[src/rtl/edid_fetch_pkg.sv]
// Shared constants and types for the identification block fetch engine.
// Assumes a fixed 128-byte block; byte positions are those the validation
// rules depend on.
package edid_fetch_pkg;
    localparam int BLOCK_BYTES = 128;
    localparam int IDX_W       = $clog2(BLOCK_BYTES);
    localparam int VER_POS     = 18;
    localparam int REV_POS     = 19;
    localparam int FEAT_POS    = 24;
    localparam int FEAT_BIT    = 1;
    localparam int MIN_REV     = 3;
    localparam int SLOT_CNT    = 4;
    localparam int SLOT_BASE   = 54;
    localparam int SLOT_STRIDE = 18;

    typedef enum logic [1:0] {
        ERR_TMO    = 2'd0,
        ERR_CSUM   = 2'd1,
        ERR_VER    = 2'd2,
        ERR_NOSLOT = 2'd3
    } err_e;

    typedef enum logic [2:0] {
        ST_IDLE,
        ST_CLR,
        ST_START,
        ST_WAIT,
        ST_CHECK
    } seq_e;
endpackage

[src/rtl/edid_xfer_ctl.sv]
// Transaction address generator and stall timer.
// Holds the running block offset, derives the chunk length (capped at
// CHUNK_MAX, remainder at the end) and counts cycles of a busy link.
// Assumes CHUNK_MAX is between 1 and 16 and CLK_HZ is at least 5.
module edid_xfer_ctl
    import edid_fetch_pkg::*;
#(
    parameter int CLK_HZ    = 50_000_000,
    parameter int CHUNK_MAX = 16
) (
    input  logic        clk,
    input  logic        rst_n,
    input  logic        restart,
    input  logic        advance,
    input  logic        tmo_clr,
    input  logic        tmo_run,
    output logic [15:0] off,
    output logic [4:0]  len,
    output logic        last,
    output logic        tmo_hit
);
    localparam int TMO_CYC = (CLK_HZ / 5 < 1) ? 1 : CLK_HZ / 5;
    localparam int TMO_W   = $clog2(TMO_CYC + 1);

    logic [15:0]      off_q;
    logic [15:0]      remain;
    logic [TMO_W-1:0] tmo_q;

    // Chunk length and last-chunk flag from the current offset.
    always_comb begin
        remain = 16'(BLOCK_BYTES) - off_q;
        if (remain < 16'(CHUNK_MAX)) begin
            len = remain[4:0];
        end else begin
            len = 5'(CHUNK_MAX);
        end
        last = (off_q + 16'(len)) == 16'(BLOCK_BYTES);
    end

    // Running offset: back to zero at each attempt, forward per chunk.
    always_ff @(posedge clk) begin
        if (!rst_n || restart) begin
            off_q <= '0;
        end else if (advance) begin
            off_q <= off_q + 16'(len);
        end
    end

    // Stall timer: counts waiting cycles while the link stays busy.
    always_ff @(posedge clk) begin
        if (!rst_n || tmo_clr) begin
            tmo_q <= '0;
        end else if (tmo_run && !tmo_hit) begin
            tmo_q <= tmo_q + 1'b1;
        end
    end

    assign tmo_hit = tmo_run && (tmo_q == TMO_W'(TMO_CYC - 1));
    assign off     = off_q;
endmodule

[src/rtl/edid_store.sv]
// Block buffer with running sum and field capture.
// Writes received bytes into a 128-entry array, keeps the modulo-256 sum
// of the current attempt and captures the version, revision, feature flag
// and per-slot "clock word nonzero" flags as they pass.
// Assumes each address is written once per attempt.
module edid_store
    import edid_fetch_pkg::*;
(
    input  logic                clk,
    input  logic                rst_n,
    input  logic                clr,
    input  logic                wr_en,
    input  logic [IDX_W-1:0]    wr_addr,
    input  logic [7:0]          wr_data,
    input  logic [IDX_W-1:0]    rd_addr,
    output logic [7:0]          rd_data,
    output logic                sum_ok,
    output logic [7:0]          ver,
    output logic [7:0]          rev,
    output logic                feat,
    output logic [SLOT_CNT-1:0] live
);
    logic [7:0] mem_q [BLOCK_BYTES];
    logic [7:0] sum_q;

    // Buffer write port.
    always_ff @(posedge clk) begin
        if (wr_en) begin
            mem_q[wr_addr] <= wr_data;
        end
    end

    // Registered buffer read port.
    always_ff @(posedge clk) begin
        rd_data <= mem_q[rd_addr];
    end

    // Running sum of the bytes of the current attempt.
    always_ff @(posedge clk) begin
        if (!rst_n || clr) begin
            sum_q <= '0;
        end else if (wr_en) begin
            sum_q <= sum_q + wr_data;
        end
    end

    // Capture of the version fields as their bytes are written.
    always_ff @(posedge clk) begin
        if (!rst_n || clr) begin
            ver  <= '0;
            rev  <= '0;
            feat <= 1'b0;
        end else if (wr_en) begin
            if (wr_addr == IDX_W'(VER_POS))  ver  <= wr_data;
            if (wr_addr == IDX_W'(REV_POS))  rev  <= wr_data;
            if (wr_addr == IDX_W'(FEAT_POS)) feat <= wr_data[FEAT_BIT];
        end
    end

    for (genvar s = 0; s < SLOT_CNT; s++) begin : g_slot
        localparam int LO = SLOT_BASE + s * SLOT_STRIDE;
        logic hit_q;
        // Slot flag: set when either byte of its clock word is nonzero.
        always_ff @(posedge clk) begin
            if (!rst_n || clr) begin
                hit_q <= 1'b0;
            end else if (wr_en && (wr_data != 8'd0) &&
                         ((wr_addr == IDX_W'(LO)) || (wr_addr == IDX_W'(LO + 1)))) begin
                hit_q <= 1'b1;
            end
        end
        assign live[s] = hit_q;
    end

    assign sum_ok = (sum_q == 8'd0);
endmodule

[src/rtl/edid_judge.sv]
// Block acceptance logic (combinational).
// Decides whether the captured version fields are acceptable and picks the
// lowest-numbered usable timing slot. Assumes the captures are final.
module edid_judge
    import edid_fetch_pkg::*;
(
    input  logic [7:0]          ver,
    input  logic [7:0]          rev,
    input  logic                feat,
    input  logic [SLOT_CNT-1:0] live,
    output logic                ver_ok,
    output logic                found,
    output logic [1:0]          idx
);
    // Version rule: major 1, and a new enough revision or the feature flag.
    always_comb begin
        ver_ok = (ver == 8'd1) && ((rev >= 8'(MIN_REV)) || feat);
    end

    // Priority pick of the first usable slot.
    always_comb begin
        found = 1'b0;
        idx   = 2'd0;
        for (int s = SLOT_CNT - 1; s >= 0; s--) begin
            if (live[s]) begin
                found = 1'b1;
                idx   = 2'(s);
            end
        end
    end
endmodule

[src/rtl/edid_fetch.sv]
// Identification block fetch engine (top).
// Sequences flush / start / wait per chunk, retries the whole block on a
// stall or a bad sum up to MAX_TRIES attempts, then validates and reports
// with a one-cycle done pulse. Assumes the link raises txn_busy no later
// than the cycle after txn_start and streams rx bytes while busy.
module edid_fetch
    import edid_fetch_pkg::*;
#(
    parameter int CLK_HZ    = 50_000_000,
    parameter int CHUNK_MAX = 16,
    parameter int MAX_TRIES = 3
) (
    input  logic       clk,
    input  logic       rst_n,
    input  logic       go,
    output logic       done,
    output logic       err,
    output logic [1:0] err_code,
    output logic [1:0] slot_idx,
    output logic       fifo_clr,
    output logic       txn_start,
    output logic [7:0] txn_seg,
    output logic [7:0] txn_off,
    output logic [4:0] txn_len,
    input  logic       txn_busy,
    input  logic       rx_valid,
    input  logic [7:0] rx_data,
    input  logic [6:0] rd_addr,
    output logic [7:0] rd_data
);
    localparam int TRY_W = $clog2(MAX_TRIES + 1);

    seq_e               st_q;
    logic [TRY_W-1:0]   tries_q;
    logic [15:0]        off;
    logic [4:0]         len;
    logic               last;
    logic               tmo_hit;
    logic [IDX_W-1:0]   wr_ptr_q;
    logic [4:0]         rx_cnt_q;
    logic               wr_en;
    logic               launch;
    logic               att_fail;
    logic               final_try;
    logic               retry;
    logic               restart;
    logic               advance;
    err_e               fail_code;
    logic               sum_ok;
    logic [7:0]         ver;
    logic [7:0]         rev;
    logic               feat;
    logic [SLOT_CNT-1:0] live;
    logic               ver_ok;
    logic               found;
    logic [1:0]         idx;

    // Attempt-level decisions taken in the current cycle.
    always_comb begin
        launch    = (st_q == ST_IDLE) && go;
        att_fail  = ((st_q == ST_WAIT) && txn_busy && tmo_hit) ||
                    ((st_q == ST_CHECK) && !sum_ok);
        fail_code = (st_q == ST_WAIT) ? ERR_TMO : ERR_CSUM;
        final_try = (tries_q == TRY_W'(MAX_TRIES - 1));
        retry     = att_fail && !final_try;
        restart   = launch || retry;
        advance   = (st_q == ST_WAIT) && !txn_busy && !last;
        wr_en     = (st_q == ST_WAIT) && rx_valid && (rx_cnt_q < len);
    end

    u_xfer_dummy_guard: assert final (CHUNK_MAX >= 1 && CHUNK_MAX <= 16);

    edid_xfer_ctl #(
        .CLK_HZ   (CLK_HZ),
        .CHUNK_MAX(CHUNK_MAX)
    ) u_xfer (
        .clk    (clk),
        .rst_n  (rst_n),
        .restart(restart),
        .advance(advance),
        .tmo_clr(st_q == ST_START),
        .tmo_run((st_q == ST_WAIT) && txn_busy),
        .off    (off),
        .len    (len),
        .last   (last),
        .tmo_hit(tmo_hit)
    );

    edid_store u_store (
        .clk    (clk),
        .rst_n  (rst_n),
        .clr    (restart),
        .wr_en  (wr_en),
        .wr_addr(wr_ptr_q),
        .wr_data(rx_data),
        .rd_addr(rd_addr),
        .rd_data(rd_data),
        .sum_ok (sum_ok),
        .ver    (ver),
        .rev    (rev),
        .feat   (feat),
        .live   (live)
    );

    edid_judge u_judge (
        .ver   (ver),
        .rev   (rev),
        .feat  (feat),
        .live  (live),
        .ver_ok(ver_ok),
        .found (found),
        .idx   (idx)
    );

    // Sequencer state and attempt counter.
    always_ff @(posedge clk) begin
        if (!rst_n) begin
            st_q    <= ST_IDLE;
            tries_q <= '0;
        end else begin
            case (st_q)
                ST_IDLE: begin
                    if (go) begin
                        tries_q <= '0;
                        st_q    <= ST_CLR;
                    end
                end
                ST_CLR:   st_q <= ST_START;
                ST_START: st_q <= ST_WAIT;
                ST_WAIT: begin
                    if (!txn_busy) begin
                        st_q <= last ? ST_CHECK : ST_CLR;
                    end else if (tmo_hit) begin
                        st_q <= final_try ? ST_IDLE : ST_CLR;
                    end
                end
                ST_CHECK: begin
                    if (sum_ok || final_try) begin
                        st_q <= ST_IDLE;
                    end else begin
                        st_q <= ST_CLR;
                    end
                end
                default: st_q <= ST_IDLE;
            endcase
            if (retry) begin
                tries_q <= tries_q + 1'b1;
            end
        end
    end

    // Write pointer and received-byte count of the current transaction.
    always_ff @(posedge clk) begin
        if (!rst_n) begin
            wr_ptr_q <= '0;
            rx_cnt_q <= '0;
        end else if (st_q == ST_START) begin
            wr_ptr_q <= off[IDX_W-1:0];
            rx_cnt_q <= '0;
        end else if (wr_en) begin
            wr_ptr_q <= wr_ptr_q + 1'b1;
            rx_cnt_q <= rx_cnt_q + 1'b1;
        end
    end

    // Result registers and the done pulse.
    always_ff @(posedge clk) begin
        if (!rst_n) begin
            done     <= 1'b0;
            err      <= 1'b0;
            err_code <= 2'd0;
            slot_idx <= 2'd0;
        end else begin
            done <= 1'b0;
            if (att_fail && final_try) begin
                done     <= 1'b1;
                err      <= 1'b1;
                err_code <= fail_code;
                slot_idx <= 2'd0;
            end else if ((st_q == ST_CHECK) && sum_ok) begin
                done <= 1'b1;
                if (!ver_ok) begin
                    err      <= 1'b1;
                    err_code <= ERR_VER;
                    slot_idx <= 2'd0;
                end else if (!found) begin
                    err      <= 1'b1;
                    err_code <= ERR_NOSLOT;
                    slot_idx <= 2'd0;
                end else begin
                    err      <= 1'b0;
                    err_code <= 2'd0;
                    slot_idx <= idx;
                end
            end
        end
    end

    assign fifo_clr  = (st_q == ST_CLR);
    assign txn_start = (st_q == ST_START);
    assign txn_seg   = off[15:8];
    assign txn_off   = off[7:0];
    assign txn_len   = len;
endmodule

[config.mk]
export PLATFORM = sky130hd
export DESIGN_NAME = edid_fetch
export DESIGN_NICKNAME = d
export VERILOG_FILES = /design/src/rtl/edid_fetch_pkg.sv /design/src/rtl/edid_xfer_ctl.sv /design/src/rtl/edid_store.sv /design/src/rtl/edid_judge.sv /design/src/rtl/edid_fetch.sv
export SDC_FILE = /design/constraint.sdc
export NUM_CORES = 1
export LEC_CHECK = 0
export ABC_AREA = 0
export ABC_CLOCK_PERIOD_IN_PS = 4900
export BUFFER_PORTS_ARGS = -buffer_cell sky130_fd_sc_hd__buf_2
export CORE_MARGIN = 5
export CORE_UTILIZATION = 45
export DETAILED_ROUTE_END_ITERATION = 8
export PLACE_DENSITY_LB_ADDON = 0.08
export SYNTH_ARGS = -nofsm -noshare
export SYNTH_HDL_FRONTEND = slang
export SYNTH_SLANG_ARGS = --single-unit
[constraint.sdc]
create_clock -name clk -period 4.9 [get_ports clk]
set_input_delay 0.98 -clock clk [delete_from_list [all_inputs] [get_ports clk]]
set_output_delay 0.98 -clock clk [all_outputs]
set_load 0.01 [all_outputs]
# Yosys cells after proc, flatten, opt, wreduce, memory -nomap -nowiden
# Memories as Yosys holds them, arrays and structs flattened. A register that Yosys moved wholly into a read port is not among the register bits.
# Index checks and enable logic that the tools add are counted.
[totals] ramBits=1024 reg_bits=92 word_cells=136 output_inout_bits=37 latchBits=0 n_memories=1 rom_bits=0
[mem_list] name="u_store.mem_q" depth=128 width=8 rd=1 rd_clocked_by_memory_dff=1 wr=1 line="edid_store.sv:23" text="logic [7:0] mem_q [BLOCK_BYTES];"
[op_classes] n_eq_ne=21 order_cmp=3 bitwise_logic=1 div_mod_pow=0 n_mux=36 shifts=0 n_reduce_logical=49 n_mul=0 add_sub_neg=7
[op_table] operator="7-bit equality test, second input constant" count=6
[op_table] operator="2-bit 2-to-1 mux" count=13
[op_table] operator="24-bit by 1-bit adder with 24-bit output, second input constant" count=1
[op_table] operator="24-bit equality test, second input constant" count=1
[op_table] operator="7-bit by 5-bit equality test with 1-bit output, second input constant" count=3
[op_table] operator="1-bit logical AND" count=19
[op_table] operator="16-bit by 5-bit adder with 16-bit output" count=1
[op_table] operator="16-bit by 8-bit equality test with 1-bit output, second input constant" count=1
[op_table] operator="16-bit by 5-bit < comparator with 1-bit output, second input constant" count=1
[op_table] operator="8-bit by 16-bit subtractor with 16-bit output, first input constant" count=1
[op_table] operator="1-bit 2-to-1 mux" count=15
[op_table] operator="3-bit case mux with 5 select lines" count=1
[op_table] operator="7-bit by 6-bit equality test with 1-bit output, second input constant" count=2
[op_table] operator="7-bit 2-to-1 mux" count=2
[op_table] operator="3-bit 2-to-1 mux" count=4
[op_table] operator="1-bit logical OR" count=10
[op_table] operator="2-bit AND reduction" count=5
[op_table] operator="8-bit adder" count=1
[op_table] operator="8-bit by 1-bit equality test with 1-bit output, second input constant" count=1
[op_table] operator="8-bit by 2-bit >= comparator with 1-bit output, second input constant" count=1
[op_table] operator="8-bit zero test" count=1
[op_table] operator="2-bit nonzero test" count=4
[op_table] operator="8-bit nonzero test" count=1
[op_table] operator="7-bit by 1-bit adder with 7-bit output, second input constant" count=1
[op_table] operator="14 further kinds" count=21

# Longest topological paths before layout
[depth] word_depth=8 depth_mapped=24 ltp_nobuf=21

# Modules after synthesis
# A second synthesis with hierarchy kept.
[unflattened] hier_cells=2587 area_unflattened_um2=45323.5
[by_module_without_submodules] module="edid_store" instances=1 area_per_inst_um2=41312.1 cells_each=2077
[by_module_without_submodules] module="edid_xfer_ctl" instances=1 area_per_inst_um2=2656.3 cells_each=344
[by_module_without_submodules] module="edid_fetch" instances=1 area_per_inst_um2=1273.7 cells_each=152
[by_module_without_submodules] module="edid_judge" instances=1 area_per_inst_um2=81.3 cells_each=14

# Worst setup path before layout
# No wires, ideal clock.
[synth_path] kind="flip-flop to flip-flop" startpoint="register u_xfer.off_q[0], in the netlist u_xfer.off[0]" endpoint="register u_xfer.off_q[7], in the netlist u_xfer.off[7]" n_path_buf=3 t_arrival_ns=5.018 setup_time_ns=0.070 slack_ns=-0.188 t_required_ns=4.830 stages_incl_launch_ff=25 cell_sequence="dfxtp_1 -> clkbuf_1 -> inv_1 -> ha_1 -> nor3b_1 -> nor2b_1 -> clkbuf_1 -> a21oi_1 -> nor3_1 -> and3b_1 -> clkbuf_1 -> inv_1 -> nor2_1 -> inv_1 -> fa_1 -> nor2b_1 -> o21ai_0 -> nand2_1 -> nor2_1 -> a31oi_1 -> mux2i_1 -> o31ai_4 -> o2111a_4 -> or4b_1 -> a21oi_1"
[synth_between] elab_chain_len=7
[synth_lines] item="start: declaration" line="edid_xfer_ctl.sv:25" text="logic [15:0] off_q;"
[synth_lines] item="start signal: assignment" line="edid_xfer_ctl.sv:45" text="off_q <= off_q + 16'(len);"
[synth_lines] item="8-bit by 16-bit subtractor with 16-bit output *" line="edid_xfer_ctl.sv:31" text="remain = 16'(BLOCK_BYTES) - off_q;"
[synth_lines] item="16-bit by 5-bit < comparator with 1-bit output" line="edid_xfer_ctl.sv:32" text="if (remain < 16'(CHUNK_MAX)) begin"
[synth_lines] item="5-bit 2-to-1 mux *" line="edid_xfer_ctl.sv:32"
[synth_lines] item="named net txn_len[4]" line="edid_fetch.sv:24" text="output logic [4:0] txn_len,"
[synth_lines] item="16-bit by 5-bit adder with 16-bit output *" line="edid_xfer_ctl.sv:37, edid_xfer_ctl.sv:45"
[synth_lines] item="16-bit by 8-bit equality test with 1-bit output" line="edid_xfer_ctl.sv:37" text="last = (off_q + 16'(len)) == 16'(BLOCK_BYTES);"
[synth_lines] item="1-bit zero test" line="edid_fetch.sv:67" text="advance = (st_q == ST_WAIT) && !txn_busy && !last;"
[synth_lines] item="1-bit logical AND" line="edid_fetch.sv:67"
# The timed path passes the listed nets; every way through them passes the cells marked *.
# A chain may end at the register's enable or synchronous reset.

# Worst setup path in the final report
[layout_path] startpoint="register u_xfer.off_q[1], in the netlist u_xfer.off[1]" endpoint="register u_xfer.off_q[1], in the netlist u_xfer.off[1]"
[layout_between] elab_chain_len=7
[layout_lines] item="8-bit by 16-bit subtractor with 16-bit output" line="edid_xfer_ctl.sv:31"
[layout_lines] item="16-bit by 5-bit < comparator with 1-bit output" line="edid_xfer_ctl.sv:32"
[layout_lines] item="5-bit 2-to-1 mux" line="edid_xfer_ctl.sv:32"
[layout_lines] item="16-bit by 5-bit adder with 16-bit output *" line="edid_xfer_ctl.sv:37, edid_xfer_ctl.sv:45"
[layout_lines] item="16-bit by 8-bit equality test with 1-bit output" line="edid_xfer_ctl.sv:37"
[layout_lines] item="1-bit zero test" line="edid_fetch.sv:67"
[layout_lines] item="1-bit logical AND" line="edid_fetch.sv:67"
# Mark *: on every way between the ends. The rest lies on a longest branch, timed or not.

==> results.json <==
{
  "fp.coreArea_um2": 99600,
  "fp.dieW_um": 326,
  "finalCritPeriodShare": 0.956,
  "grt_max_degree": 129,
  "syn_area_per_cell_um2": 19.5,
  "path_clk_slew_ps": 60,
  "htreeDepth": 3,
  "status": "finished, final reports clean",
  "power.internal_uw": 16300,
  "setup_violations": 0,
  "finalPower_uw": 20600,
  "finalHoldViolations": 0,
  "clock_skew_ps": 21.8,
  "p_leak_uw": 0.0168,
  "ir_worst_vdd_mv": 0.317,
  "hold_class": "register to register",
  "cp-end-kind": "register",
  "io_buffers": 56,
  "synth_area_leaders": "edfxtp_1, mux4_2, dfxtp_1",
  "cts-root-buf": "clkbuf_16",
  "hold_buffers": 0,
  "synth_cells": 2304,
  "worst_pin_slew_ps": 1110,
  "period_needed_ps": 4680,
  "synth_most_common_cell": "edfxtp_1",
  "cts_tree": "built",
  "power.switching_uw": 4290,
  "area_growth_pct": 16.3,
  "combPwrFrac": 0.049,
  "synth-seq-cells": 1124,
  "crit_path_max_incr_delay_ps": 350,
  "ys_top_cells_by_count": "edfxtp_1, mux4_2, nor2_1",
  "antenna_found_initial": 0,
  "die_area_um2": 106000,
  "cap_violations": 0,
  "wire_per_inst_um": 28.0,
  "worstPathArrival_ps": 5210,
  "fin_setup_tns_ps": 0,
  "netlist_area_um2": 44900,
  "design.portCount": 57,
  "n_antenna_cell": 0,
  "clk_latency_ps": 690,
  "grt.overflow.total": 0,
  "cp_slowest_cell": "dfxtp_1",
  "start_util": 0.451,
  "nets": 2616,
  "power_frac_clock": 0.441,
  "cts_buffer_depth": 3,
  "grt_first_pass_wirelength_mm": 163,
  "synth_ff_type": "edfxtp_1",
  "crit_fanout": 6,
  "switching_share": 0.209,
  "worstPathRequired_ps": 5420,
  "yosysSeqAreaShare": 0.729,
  "remaining_drc_errors": 0,
  "slew_viol_final": 0,
  "yosysWarnings": 0,
  "grt_pass1_vias": 23670,
  "synth_edf_count": 1024,
  "synth_top_area_share": 0.684,
  "dp_hpwl_mm": 70.9,
  "synth_largest_area_cell": "edfxtp_1",
  "vias": 23067,
  "first_pass_iters": 5,
  "ys_types": 70,
  "viasPerCell": 5.81,
  "seqPwrFrac": 0.510,
  "wirelength_mm": 111,
  "crit_type": "register to register",
  "max_freq_mhz": 214,
  "ant_nets": 0,
  "die_y_um": 326,
  "num_rows": 116,
  "path_cells": "inv_1 > ha_1 > nor3b_2 > nor4b_1 > a21oi_1 > nor3_1 > and3b_2 > nand2_1 > inv_1 > ha_1 > buf_4 > and3_1 > o21ai_0 > a21o_1 > a31o_1 > or2_1 > buf_4 > o31ai_4 > o2111ai_4 > a21oi_1 > a311oi_2",
  "drt-initial-drc-count": 2346,
  "syn_nets": 2348,
  "track_usage": 0.209,
  "drive_gt1_frac": 0.314,
  "powerDensity_nw_per_um2": 394,
  "synth-async-reset-ratio": 0,
  "cts-buffers-inserted": 116,
  "cts_sinks": 1124,
  "place_congestion": 0.890,
  "setup.worst_path.start_class": "register",
  "maxSlewHeadroom": 0.262
}
-- power groups by stage --
stage / logic, uW / clock network [uW] / registers, uW
5_1_grt: 1080 / 9680 / 10500
2_1_floorplan: 545 / 0 / 10700
3_5_place_dp: 1040 / 0 / 10700
3_3_place_gp: 1030 / 0 / 10700
6_report: 1020 / 9070 / 10500
4_1_cts: 1040 / 9260 / 10500
-- what timing repair did --
action / CTS / global route
pin swaps: 0 / 7
gates resized for setup: 1 / 17
endpoints found under the setup margin: 5 / 127
buffers inserted: 0 / 4
gates cloned: 0 / 1
-- routing by layer --
| layer | up-vias | track usage | wire [um] |
|---|---|---|---|
| li1 | 9951 | - | - |
| met1 | 12225 | 0.303 | 48100 |
| met2 | 738 | 0.334 | 53300 |
| met5 | - | 0 | 0 |
| met3 | 153 | 0.0398 | 7190 |
| met4 | 0 | 0.0463 | 2550 |
-- layout make-up --
type / count / area, um2
fill: 7934 / 47300
sequential: 1124 / 32800
multi-input combinational: 1024 / 11700
clock buffer: 150 / 3220
timing repair buffer: 278 / 2130
tap: 1298 / 1620
clock inverter: 68 / 746
inverter: 28 / 105
-- through the flow --
step / hold WS [ps] / cells / setup WS, ps / cell area [um2] / util
after global routing: 502 / 3970 / -11.1 / 52300 / 0.525
after floorplan: 429 / 2304 / 24.9 / 44900 / -
after detailed placement: 457 / 3747 / -10.7 / 48200 / 0.484
final: 472 / 3970 / 217 / 52300 / 0.525
after global placement: 446 / 3747 / 136 / 48200 / 0.484
after CTS: 469 / 3965 / 0.309 / 52100 / 0.524
-- cells in the final DEF, fill, tap and decap left out, types with 6 or more instances in the layout --
cell | synthesis | routed
a211oi_1 | 9 | 8
a21oi_1 | 37 | 37
a31oi_1 | 8 | 7
and3_1 | 6 | 6
buf_12 | 0 | 11
buf_2 | 1 | 44
buf_4 | 2 | 221
bufinv_16 | 0 | 15
clkbuf_1 | 88 | 18
clkbuf_16 | 0 | 122
clkbuf_4 | 0 | 6
clkinv_1 | 0 | 19
clkinv_2 | 0 | 20
dfxtp_1 | 100 | 100
edfxtp_1 | 1024 | 1024
ha_1 | 22 | 22
inv_1 | 28 | 28
mux2_2 | 11 | 11
mux2i_1 | 7 | 6
mux4_2 | 336 | 336
nand2_1 | 85 | 85
nand3_1 | 41 | 41
nand4_1 | 18 | 18
nor2_1 | 216 | 214
nor2b_1 | 10 | 10
nor3_1 | 29 | 28
nor4_1 | 14 | 14
nor4b_1 | 7 | 7
o21ai_0 | 26 | 25
o31ai_1 | 8 | 7
or3_1 | 8 | 8
xnor2_1 | 26 | 26
xor2_1 | 25 | 25
-- critical path, delay by kind of cell (launching register included) --
kind / cells / cell delay [ps]
flops: 1 / 350
simple gates: 7 / 1350
compound gates: 8 / 1820
fa+ha+maj: 2 / 530
buf+inv: 4 / 490
-- worst paths after layout --
check	start	endpoint	slack, ps	depth (start not counted)
min reg2reg	tries_q[1]$_SDFFE_PN0P_	tries_q[1]$_SDFFE_PN0P_	470	2
min	tries_q[1]$_SDFFE_PN0P_	tries_q[1]$_SDFFE_PN0P_	470	2
max reg2reg	u_xfer.off[1]$_SDFFE_PP0P_	u_xfer.off[1]$_SDFFE_PP0P_	220	21
max	u_xfer.off[1]$_SDFFE_PP0P_	u_xfer.off[1]$_SDFFE_PP0P_	220	21
-- registers in the layout, summed over array words and instances, names as in the netlist, 3 cells and up --
signal and count:
u_store.mem_q 1024, u_store.rev 8, u_store.rd_data 8, u_store.ver 8, st_q 3, rx_cnt_q 5, wr_ptr_q 7, u_xfer.off 16
u_xfer.tmo_q 24, u_store.sum_q 8, u_store.g_slot.hit_q 4
-- cells by family (layout without fill, tap and decap cells) --
group | count (synthesis) | after routing | synth area share
xor gates and xnor gates | 51 | 51 | 0.00994
DFF | 1124 | 1124 | 0.729
AOI/OAI and AO/OA | 130 | 131 | 0.0200
muxes | 354 | 354 | 0.173
and+or+nand+nor | 464 | 464 | 0.0480
buffers and inverters | 157 | 524 | 0.0133
adders and majority gates | 24 | 24 | 0.00702
No activity file was read; power rests on OpenSTA's default activity.
